===== src/rtl/regshift.sv =====
module regshift #(
  parameter int DW = 32,
  parameter int AW = 8
) (
  input  logic [DW-1:0] din,
  input  logic [DW-1:0] amt_reg,
  input  logic [1:0]    op,
  input  logic          cin,
  output logic [DW-1:0] dout,
  output logic          cout
);
  localparam int SW = $clog2(DW);
  localparam logic [1:0] OP_LSL = 2'd0, OP_LSR = 2'd1, OP_ASR = 2'd2, OP_ROR = 2'd3;

  function automatic logic [DW-1:0] flip(input logic [DW-1:0] v);
    for (int i = 0; i < DW; i++) flip[i] = v[DW-1-i];
  endfunction

  logic [AW-1:0] amt;
  logic [SW-1:0] lo, lom1;
  logic          big, exact, fill;
  logic [DW-1:0] norm, small_res;
  logic          small_cy;
  logic [DW-1:0] stg [SW+1];

  assign amt   = amt_reg[AW-1:0];
  assign lo    = amt[SW-1:0];
  assign lom1  = lo - SW'(1);
  assign big   = amt >= AW'(DW);
  assign exact = amt == AW'(DW);
  assign norm  = (op == OP_LSL) ? flip(din) : din;
  assign fill  = (op == OP_ASR) ? din[DW-1] : 1'b0;
  assign stg[0] = norm;

  genvar g;
  generate
    for (g = 0; g < SW; g++) begin : g_stage
      localparam int K = 1 << g;
      assign stg[g+1] = !lo[g]         ? stg[g] :
                        (op == OP_ROR) ? {stg[g][K-1:0], stg[g][DW-1:K]} :
                                         {{K{fill}}, stg[g][DW-1:K]};
    end
  endgenerate

  assign small_res = (op == OP_LSL) ? flip(stg[SW]) : stg[SW];
  assign small_cy  = norm[lom1];

  always_comb begin
    dout = small_res;
    cout = small_cy;
    if (amt == '0) begin
      dout = din;
      cout = cin;
    end else if (op == OP_ASR && big) begin
      dout = {DW{din[DW-1]}};
      cout = din[DW-1];
    end else if (op != OP_ROR && op != OP_ASR && big) begin
      dout = '0;
      cout = exact ? small_cy : 1'b0;
    end
  end

  always_comb begin
    if (amt == '0) begin
      AST_ZERO_PASS: assert (dout == din && cout == cin);
    end
    if (amt != '0 && big && (op == OP_LSL || op == OP_LSR)) begin
      AST_LOGIC_SAT: assert (dout == '0);
    end
    if (amt != '0 && big && op == OP_ASR) begin
      AST_ASR_SAT: assert (dout == {DW{din[DW-1]}} && cout == din[DW-1]);
    end
    if (op == OP_ROR) begin
      AST_ROR_POP: assert ($countones(dout) == $countones(din));
    end
    if (op == OP_ROR && amt != '0 && lo == '0) begin
      AST_ROR_WRAP: assert (dout == din && cout == din[DW-1]);
    end
  end
endmodule


===== config.mk =====
export PLATFORM = sky130hd
export DESIGN_NAME = regshift
export DESIGN_NICKNAME = d
export VERILOG_FILES = /design/src/rtl/regshift.sv
export SDC_FILE = /design/constraint.sdc
export NUM_CORES = 1
export LEC_CHECK = 0
export BUFFER_PORTS_ARGS = -buffer_cell sky130_fd_sc_hd__buf_2
export CAP_MARGIN = 10
export CORE_ASPECT_RATIO = 0.75
export CORE_UTILIZATION = 53
export DETAILED_ROUTE_END_ITERATION = 12
export MAX_ROUTING_LAYER = met4
export PLACE_DENSITY = 0.88
export SLEW_MARGIN = 5
export SYNTH_ARGS = -nofsm -noshare
export SYNTH_HDL_FRONTEND = slang
export SYNTH_SLANG_ARGS = --single-unit

===== constraint.sdc =====
create_clock -name vclk -period 5.7
set_clock_uncertainty 0.2 [all_clocks]
set_input_delay 1.71 -clock vclk [all_inputs]
set_output_delay 1.71 -clock vclk [all_outputs]
set_load 0.01 [all_outputs]

==> impl_metrics.env, run 1 <==
export IMPL_grt_pass1_wl_um=50230
export IMPL_syn_area_per_cell_um2=7.987
export IMPL_die_height_um=82.55
export IMPL_die_w_um=109.4
export IMPL_grt_overflow_total=118
export IMPL_ctsHoldBuffers=0
export IMPL_gp_congestion=1.221
export IMPL_grt_usage=0.8015
export IMPL_portBuffers=76
export IMPL_haltStage="5_1_grt"
export IMPL_postSynthCellCount=574
export IMPL_syn_area_um2=4584
export IMPL_grt_max_degree=38
export IMPL_dp_worst_setup_slack_ns=-0.6886
export IMPL_grt_pass1_vias=8344
export IMPL_stop_error="[ERROR GRT-0116] Global routing finished with congestion. Check the congestion regions in the DRC Viewer."
export IMPL_synthesis_nets=643
export IMPL_io_pin_count=100
export IMPL_ys_types=75
export IMPL_place_hpwl_um=20950
export IMPL_dpl_cell_count=910
export IMPL_yosys_warnings=0
export IMPL_synth_seq_area_share=0
export IMPL_rows=28
export IMPL_status="stopped before the end"
export IMPL_start_util=0.5640
-- cell usage after synthesis (all sizes together), types with 5 or more instances --
cell | instances | area [µm²]
a211oi | 18 | 135.1
a21oi | 27 | 135.1
a221oi | 6 | 52.55
a22o | 7 | 61.31
a22oi | 6 | 50.05
a31oi | 8 | 50.05
and2 | 7 | 43.79
buf | 23 | 148.9
clkbuf | 31 | 116.4
inv | 6 | 22.52
mux2 | 28 | 315.3
mux2i | 46 | 460.4
mux4 | 52 | 1186
nand2 | 55 | 206.5
nand3 | 8 | 40.04
nor2 | 63 | 244.0
nor3 | 7 | 35.03
o211ai | 12 | 90.09
o21a | 6 | 45.04
o21ai | 49 | 245.2
o221a | 11 | 123.9
o22ai | 17 | 106.4
o31ai | 7 | 52.55
o32a | 6 | 60.06
or3 | 5 | 31.28
-- repair_timing --
action	CTS
setup endpoints to repair	33
buffers inserted	11
resized for setup	94
pin swaps	24
-- per-layer routing --
metal / track usage / overflow
met1: 0.7751 / 7
met2: 0.9553 / 72
met3: 0.6468 / 3
met4: 0.8107 / 36
met5: - / -
-- through the flow --
| stage | util | hold slack, ns | setup TNS [ns] | area [µm²] |
|---|---|---|---|---|
| CTS | 0.8585 | 3.599 | -11.95 | 6978 |
| detailed placement | 0.8014 | 3.611 | -16.34 | 6514 |
| global placement | 0.8014 | 3.594 | -12.38 | 6514 |
| floorplan | - | 3.366 | -1.984 | 4656 |
-- cells by family after synthesis --
group | synth area share
AO/OA/AOI/OAI | 0.3352
AND/OR/NAND/NOR | 0.1613
multiplexers | 0.4279
buffers and inverters | 0.06441
XOR/XNOR | 0.005732
adder cells (fa/ha/maj) | 0.005458
==> run 2, diff against run 1 <==
--- a/config.mk
+++ b/config.mk
@@ -7,11 +7,9 @@
 export LEC_CHECK = 0
 export BUFFER_PORTS_ARGS = -buffer_cell sky130_fd_sc_hd__buf_2
 export CAP_MARGIN = 10
-export CORE_ASPECT_RATIO = 0.75
-export CORE_UTILIZATION = 53
+export CORE_UTILIZATION = 40
 export DETAILED_ROUTE_END_ITERATION = 12
-export MAX_ROUTING_LAYER = met4
-export PLACE_DENSITY = 0.88
+export PLACE_DENSITY_LB_ADDON = 0.15
 export SLEW_MARGIN = 5
 export SYNTH_ARGS = -nofsm -noshare
 export SYNTH_HDL_FRONTEND = slang
==> constraint.sdc (replaced) <==
create_clock -name vclk -period 7.41
set_clock_uncertainty 0.2 [all_clocks]
set_input_delay 2.223 -clock vclk [all_inputs]
set_output_delay 2.223 -clock vclk [all_outputs]
set_load 0.01 [all_outputs]
==> run 2 against run 1 <==
The run now ends clean; synthesized cell count unchanged; area after synthesis unchanged.
==> impl_metrics.env, run 2 <==
export IMPL_status="finished clean"
export IMPL_final_cell_mix="73 x buf_2, 69 x buf_4, 62 x nor2_1"
export IMPL_setup_violations=0
export IMPL_crit_buf_inv=4
export IMPL_slowest_stage="mux4_2"
export IMPL_yosys_warnings=0
export IMPL_p_per_area_nw_per_um2=90.72
export IMPL_maxSlewHeadroom=0.3448
export IMPL_die_w_um=109.1
export IMPL_grt_max_degree=38
export IMPL_startpoint="op[0]"
export IMPL_layout_min_cycle_time_ns=7.394
export IMPL_diodes=0
export IMPL_syn_area_per_cell_um2=7.987
export IMPL_rows=38
export IMPL_cp_common_cell="mux4_2"
export IMPL_grt_usage=0.4023
export IMPL_ant_nets=0
export IMPL_p_int_uw=207.6
export IMPL_critPathMaxFanout=6
export IMPL_p_comb_frac=1.000
export IMPL_yosysMostFrequentCell="nor2_1"
export IMPL_grt_pass1_vias=5626
export IMPL_cap_violations=0
export IMPL_grt_overflow_total=0
export IMPL_via_per_inst=7.397
export IMPL_drtIter0Drc=713
export IMPL_path_class="in2out"
export IMPL_rsz0062_at_grt="yes"
export IMPL_postSynthCellCount=574
export IMPL_core_area_um2=10980
export IMPL_netlist_area_leader_share=0.2358
export IMPL_postPlaceCellArea_um2=5373
export IMPL_critical_path_max_stage_delay_ns=0.55
export IMPL_path_delay_family="multiplexers"
export IMPL_switching_power_uw=289.9
export IMPL_clkPwrFrac=0
export IMPL_portBuffers=76
export IMPL_first_pass_iters=7
export IMPL_area_growth_pct=19.62
export IMPL_ys_types=75
export IMPL_worst_slew_pin_slew_ns=0.9762
export IMPL_drc_errors=0
export IMPL_synth_common_cells="62 x nor2_1, 55 x nand2_1, 48 x mux4_2"
export IMPL_final_layout_size_suffix_gt1_frac=0.3728
export IMPL_fmax_mhz=135.2
export IMPL_holdCritPathClass="in2out"
export IMPL_io_pin_count=100
export IMPL_grt_pass1_wl_um=35110
export IMPL_netlist_top_cells_area="mux4_2 24%, mux2i_1 10%, mux2_2 6.6%"
export IMPL_synthesis_nets=643
export IMPL_gp_congestion=0.9918
export IMPL_dp_worst_setup_slack_ns=-0.01932
export IMPL_n_clock_buffer=0
export IMPL_layout_cells_most_common="buf_2"
export IMPL_design_seq_count=0
export IMPL_crit_required_ns=4.99
export IMPL_finalHoldViolations=0
export IMPL_p_seq_frac=0
export IMPL_num_vias=5977
export IMPL_place_hpwl_um=18150
export IMPL_syn_area_um2=4584
export IMPL_postLayoutCellArea_um2=5484
export IMPL_slew_viol_final=0
export IMPL_fin_cells=808
export IMPL_cp_end_kind="primary output"
export IMPL_p_sw_frac=0.5828
export IMPL_timing_final_ws_setup_ns=0.01565
export IMPL_startpoint_type="primary input"
export IMPL_dieArea_um2=11890
export IMPL_crit_chain="buf_8 > nor2_4 > buf_12 > mux4_2 > mux4_2 > a22oi_2 > o221ai_2 > a222oi_1 > buf_4 > o21ai_2 > buf_2"
export IMPL_synth_seq_area_share=0
export IMPL_finalCritPeriodShare=0.9979
export IMPL_die_height_um=109.1
export IMPL_synth_top_area_cell="mux4_2"
export IMPL_dpl_cell_count=799
export IMPL_antenna_found_initial=0
export IMPL_ir_drop_mv=0.04807
export IMPL_cp_arrival_ns=4.97
export IMPL_p_leak_nw=2.219
export IMPL_post_drt_wl_per_cell_um=29.66
export IMPL_cp_depth=11
export IMPL_fin_nets=739
export IMPL_start_util=0.4174
export IMPL_regArea_um2=0
export IMPL_crit_path_end="dout[31]"
export IMPL_wl_um=23960
## run 2: cell counts after synthesis
Identical to the previous run, type by type.
## run 2: cell type report
type	count	area, µm²
inverters	8	30.03
well taps	140	175.2
repair buffers	148	972.2
multi-input cells	512	4307
fillers	1121	5499
## run 2: how the worst min path moves through the flow
stage          startpoint  endpoint  slack, ns  cells past startpoint
2_1_floorplan      din[0]   dout[0]       4.39                      2
3_3_place_gp          cin      cout       4.64                      4
3_5_place_dp          cin      cout       4.65                      4
4_1_cts               cin      cout       4.65                      4
5_1_grt               cin      cout       4.70                      4
6_report              cin      cout       4.65                      4
## run 2: power by group through the flow
stage	sequential (mW)	combinational, mW	clock [mW]
2_1_floorplan	0	0.287	0
3_3_place_gp	0	0.468	0
3_5_place_dp	0	0.468	0
4_1_cts	0	0.472	0
5_1_grt	0	0.518	0
6_report	0	0.498	0
## run 2: what timing repair did
| item | in CTS | in global routing |
|---|---|---|
| cloned | 0 | 0 |
| hold buffers | 0 | 0 |
| endpoints found under the hold margin | 0 | 0 |
| setup endpoints to repair | 3 | 9 |
| pin swaps | 3 | 4 |
| setup buffers | 0 | 9 |
| gates resized for setup | 1 | 13 |
## run 2: metal layers
metal / GRT usage / vias up / part of all wire
li1: - / 2529 / -
met1: 0.5462 / 2886 / 0.39
met2: 0.6249 / 469 / 0.43
met3: 0.08428 / 93 / 0.13
met4: 0.1477 / 0 / 0.048
met5: 0 / - / 0
## run 2: cell families (layout without fill, tap and decap cells)
logic type	Yosys count	after routing	share of synthesized area
AO/OA/AOI/OAI	216	216	0.3352
XOR/XNOR	3	3	0.005732
adder cells (fa/ha/maj)	2	2	0.005458
buffers and inverters	62	156	0.06441
multiplexers	126	126	0.4279
AND/OR/NAND/NOR	165	165	0.1613
## run 2: stage by stage
stage / hold slack, ns / TNS, ns / util / total power [mW]
6_report: 4.650 / 0 / 0.4993 / 0.4975
5_1_grt: 4.697 / -0.04162 / 0.4993 / 0.5176
4_1_cts: 4.647 / 0 / 0.4897 / 0.4715
3_5_place_dp: 4.647 / -0.04699 / 0.4892 / 0.4684
3_3_place_gp: 4.635 / -0.07171 / 0.4892 / 0.4678
2_1_floorplan: 4.391 / 0 / - / 0.2875
(Power assumes the default switching activity.)
